<file path="src/rtl/sld_pkg.sv">
package sld_pkg;
  // Grouping of the asynchronous pins as they pass through synchronization
  typedef struct packed {
    logic blank;
    logic strobe;
    logic sdat;
    logic sclk;
  } sld_pins_t;

  localparam int SLD_PIN_COUNT = $bits(sld_pins_t);
endpackage

</file>
<file path="src/rtl/sld_sync.sv">
module sld_sync #(
  parameter int W      = 4,
  parameter int STAGES = 2
) (
  input  logic         clk,
  input  logic         rst,
  input  logic [W-1:0] d_i,
  output logic [W-1:0] q_o
);
  logic [W-1:0] stg_q [STAGES];

  genvar g;
  generate
    for (g = 0; g < STAGES; g++) begin : g_stage
      if (g == 0) begin : g_first
        always_ff @(posedge clk) begin
          if (rst) stg_q[g] <= '0;
          else     stg_q[g] <= d_i;
        end
      end else begin : g_next
        always_ff @(posedge clk) begin
          if (rst) stg_q[g] <= '0;
          else     stg_q[g] <= stg_q[g-1];
        end
      end
    end
  endgenerate

  assign q_o = stg_q[STAGES-1];
endmodule

</file>
<file path="src/rtl/sld_shift.sv">
module sld_shift #(
  parameter int N = 10
) (
  input  logic         clk,
  input  logic         rst,
  input  logic         shift_en,
  input  logic         din,
  output logic [N-1:0] sr_q
);
  // Stage 0 takes the new bit; stage k takes old stage k-1
  function automatic logic [N-1:0] advance(input logic [N-1:0] cur, input logic b);
    return {cur[N-2:0], b};
  endfunction

  always_ff @(posedge clk) begin
    if (rst)           sr_q <= '0;
    else if (shift_en) sr_q <= advance(sr_q, din);
  end
endmodule

</file>
<file path="src/rtl/sld_latch.sv">
module sld_latch #(
  parameter int N = 10
) (
  input  logic         clk,
  input  logic         rst,
  input  logic         load_en,
  input  logic [N-1:0] d_i,
  input  logic         blank_i,
  output logic [N-1:0] latch_q,
  output logic [N-1:0] out_o
);
  function automatic logic [N-1:0] gate(input logic [N-1:0] v, input logic blank);
    return blank ? '0 : v;
  endfunction

  always_ff @(posedge clk) begin
    if (rst)          latch_q <= '0;
    else if (load_en) latch_q <= d_i;
  end

  assign out_o = gate(latch_q, blank_i);
endmodule

</file>
<file path="src/rtl/shift_latch_driver.sv">
module shift_latch_driver #(
  parameter int N           = 10,
  parameter int SYNC_STAGES = 2
) (
  input  logic         clk,
  input  logic         rst,
  input  logic         ser_clk_i,
  input  logic         ser_dat_i,
  input  logic         strobe_i,
  input  logic         blank_i,
  output logic [N-1:0] par_o,
  output logic         ser_out_o
);
  import sld_pkg::*;

  localparam int LAST = N - 1;

  sld_pins_t pins_raw, pins_s;
  logic      sclk_d;
  logic      data_d;
  logic      shift_fire;
  logic      s_strobe;
  logic      s_blank;
  logic [N-1:0] sr_q;
  logic [N-1:0] latch_q;

  assign pins_raw = '{blank: blank_i, strobe: strobe_i, sdat: ser_dat_i, sclk: ser_clk_i};

  sld_sync #(.W(SLD_PIN_COUNT), .STAGES(SYNC_STAGES)) sync_i (
    .clk (clk),
    .rst (rst),
    .d_i (pins_raw),
    .q_o (pins_s)
  );

  // Edge detect on serial clock; data delayed one cycle models setup
  always_ff @(posedge clk) begin
    if (rst) begin
      sclk_d <= 1'b0;
      data_d <= 1'b0;
    end else begin
      sclk_d <= pins_s.sclk;
      data_d <= pins_s.sdat;
    end
  end

  assign shift_fire = pins_s.sclk & ~sclk_d;
  assign s_strobe   = pins_s.strobe;
  assign s_blank    = pins_s.blank;

  sld_shift #(.N(N)) shift_i (
    .clk      (clk),
    .rst      (rst),
    .shift_en (shift_fire),
    .din      (data_d),
    .sr_q     (sr_q)
  );

  sld_latch #(.N(N)) latch_i (
    .clk     (clk),
    .rst     (rst),
    .load_en (s_strobe),
    .d_i     (sr_q),
    .blank_i (s_blank),
    .latch_q (latch_q),
    .out_o   (par_o)
  );

  assign ser_out_o = sr_q[LAST];
endmodule

</file>
<file path="config.mk">
export PLATFORM = sky130hd
export DESIGN_NAME = shift_latch_driver
export DESIGN_NICKNAME = d
export VERILOG_FILES = /design/src/rtl/sld_pkg.sv /design/src/rtl/sld_sync.sv /design/src/rtl/sld_shift.sv /design/src/rtl/sld_latch.sv /design/src/rtl/shift_latch_driver.sv
export SDC_FILE = /design/constraint.sdc
export NUM_CORES = 1
export LEC_CHECK = 0
export BUFFER_PORTS_ARGS = -buffer_cell sky130_fd_sc_hd__buf_2
export CAP_MARGIN = 15
export CORE_MARGIN = 3
export CORE_UTILIZATION = 30
export CTS_CLUSTER_DIAMETER = 60
export DETAILED_ROUTE_END_ITERATION = 16
export GPL_ROUTABILITY_DRIVEN = 0
export PLACE_DENSITY = 0.44
export SYNTH_ARGS = -nofsm -noshare
export SYNTH_HDL_FRONTEND = slang
export SYNTH_SLANG_ARGS = --single-unit
</file>
<file path="constraint.sdc">
create_clock -name clk -period 1.2 [get_ports clk]
set_input_delay 0 -clock clk [delete_from_list [all_inputs] [get_ports clk]]
set_output_delay 0 -clock clk [all_outputs]
set_load 0.005 [all_outputs]
</file>
==> metrics <==
outcome finished, final reports clean; Final setup violation count 0; busiest grt layer met2; f_max 1.01 GHz; I/O pins 17; VDD IR max 0.544 mV; hold path depth 2; Avg Cell Area, Syn 11.2 um^2; synth top area cells dfxtp_1 (55%), mux2i_1 (17%), nor2b_1 (11%); grt met3 use 0.0357; largest area contributor in the netlist dfxtp_1; die width 66.3 um; wire per inst 10.1 um; period utilisation layout 0.829; cell area after synthesis 0.00109 mm^2; GR Util met2 0.147; Chip Height 66.3 um; ant diodes 0; Worst Hold Class in -> reg; placed insts 156; YS warnings 0; R2R setup slack 0.21 ns; area grow syn2layout 19.2%; fin cells 168; Post-DP Area 0.00120 mm^2; Total Routing Usage GR 0.0924; r2r worst-path depth 2; Netlist cell types 11; first-pass detailed-route iteration total 3; Max H-tree Level 2; share of layout cells above drive strength 1 0.221; vias per cell 4.14; Setup Fix Bufs, Post-CTS 0; vias in the first global route 659; startpoint types flop; post-layout min period 0.995 ns; Port Buf Inserts 16; post-route cell area 0.00130 mm^2; first-pass GRT wire length 2.93 mm; max cap viols 0; hold path startpoint rst; CTS tree done; deepest clock path buffer count 2; Synth Register Bits 30; CP required 1.45 ns; Pleak 0.530 nW; critical path peak fanout 10; Die ar. 0.00440 mm^2; initial detailed-routing violation count 9; Root Driver clkbuf_4; met1 Usage GRT 0.0974; CP Capture Type flop; drt drc 0; antenna-violating nets left 0; Worst Max-Slew Pin Slew 0.374 ns; via count 696; Worst slew margin 0.751; antenna violations before repair 0; CTS clk-pin slew, worst paths 0.09 ns; Synth Net Count 103; Initial Util 0.319; arrival time worst endpoint 1.24 ns; row count 21; TritonCTS Buffers 5; Final Max Slew Viols 0; Core ar. 0.00342 mm^2; top cell type's share of synthesized area 0.550; Mapped Cells 97; RR Endpoint shift_i.sr_q[8]$_SDFFE_PP0P_; final setup skew 0.00913 ns; P per Cell Area 1310 mW/mm^2; Post-layout nets 127; RR Startpoint sync_i.stg_q[1][0]$_SDFF_PP0_; worst skew pair latency 0.32 ns; setup TNS 0 ns; sequential fraction of the synthesis area 0.550; grt ovf 0; unrepaired setup endpoints after global routing no; Hold Vio Cnt, Final 0; CP Class reg -> reg; final WL 1.69 mm; Hold Crit Endpoint latch_i.latch_q[6]$_SDFFE_PP0P_; largest net degree at the start of global routing 25; Clock Sinks 30
-- worst max-delay path by stage --
stage                                  start  slack [ns]                      endpoint  depth (start not counted)
3_5_place_dp   sync_i.stg_q[1][0]$_SDFF_PP0_        0.21  shift_i.sr_q[7]$_SDFFE_PP0P_                          2
6_report       sync_i.stg_q[1][0]$_SDFF_PP0_        0.21  shift_i.sr_q[8]$_SDFFE_PP0P_                          2
2_1_floorplan  sync_i.stg_q[1][0]$_SDFF_PP0_        0.37  shift_i.sr_q[1]$_SDFFE_PP0P_                          3
5_1_grt        sync_i.stg_q[1][0]$_SDFF_PP0_         0.1  shift_i.sr_q[9]$_SDFFE_PP0P_                          2
3_3_place_gp   sync_i.stg_q[1][0]$_SDFF_PP0_        0.24  shift_i.sr_q[1]$_SDFFE_PP0P_                          2
4_1_cts        sync_i.stg_q[1][3]$_SDFF_PP0_        0.05                      par_o[0]                          2
-- logic make-up after synthesis --
| group | after synthesis | share of synthesized area |
|---|---|---|
| buffers and inverters | 5 | 0.0413 |
| DFF | 30 | 0.550 |
| and+or+nand+nor | 42 | 0.229 |
| muxes | 19 | 0.174 |
| AOI/OAI and AO/OA | 1 | 0.00458 |
-- flip-flops by register name, indices dropped and copies added (netlist names) --
register,count
sync_i.stg_q,8
sclk_d,1
data_d,1
latch_i.latch_q,10
shift_i.sr_q,10
-- area by class of cell --
cell class	instances	area (um^2)
sequential	30	602
clock buffer	7	55.1
clock inverter	1	5.00
fill	359	2120
timing repair buffer	22	135
multi-input combinational	62	445
tap	46	57.6
-- stage by stage --
| stage | utilization | power (mW) | setup WS [ns] | hold WS (ns) |
|---|---|---|---|---|
| 2_1_floorplan | - | 1.09 | 0.371 | 0.128 |
| 3_3_place_gp | 0.351 | 1.11 | 0.238 | 0.209 |
| 3_5_place_dp | 0.351 | 1.11 | 0.214 | 0.216 |
| 4_1_cts | 0.380 | 1.74 | 0.0545 | 0.0559 |
| 5_1_grt | 0.381 | 1.78 | 0.0988 | 0.0790 |
| 6_report | 0.381 | 1.70 | 0.205 | 0.0655 |
-- power breakdown --
group          internal, mW  switching, mW
clock network         0.284          0.327
logic                0.0414         0.0313
registers              1.01        0.00812
-- routing by layer --
layer	up-vias	routed length [um]
met2	13	837
met1	315	726
met4	0	45
met5	-	0
li1	363	-
met3	5	80
-- synth_stat cells --
| library cell | number |
|---|---|
| nor2b_4 | 1 |
| buf_4 | 2 |
| buf_2 | 2 |
| nor2_1 | 10 |
| nor2b_1 | 20 |
| dfxtp_1 | 30 |
| nand2b_1 | 10 |
| mux2i_1 | 19 |
| o21ai_1 | 1 |
| nand4bb_1 | 1 |
| buf_12 | 1 |
-- cell usage in the layout, fill, tap and decap left out --
master	instances
dlygate4sd3_1	4
nor2b_4	1
clkbuf_8	1
dfxtp_2	1
dfxtp_1	29
nor2b_1	20
o21ai_1	1
buf_2	16
buf_4	2
nor2_1	10
nand2b_1	10
nand4bb_1	1
clkinv_2	1
mux2i_1	19
clkbuf_4	5
clkbuf_1	1
-- critical path: stages, from the launching register on --
cell     delay [ns]
dfxtp_1        0.35
nor2b_4        0.36
mux2i_1        0.22
-- repair_timing --
action,CTS,global route
hold endpoints to repair,4,0
gates resized for setup,0,1
hold buffers,4,0
setup endpoints to repair,0,10
Note: power is estimated with default switching activity, not from simulation.
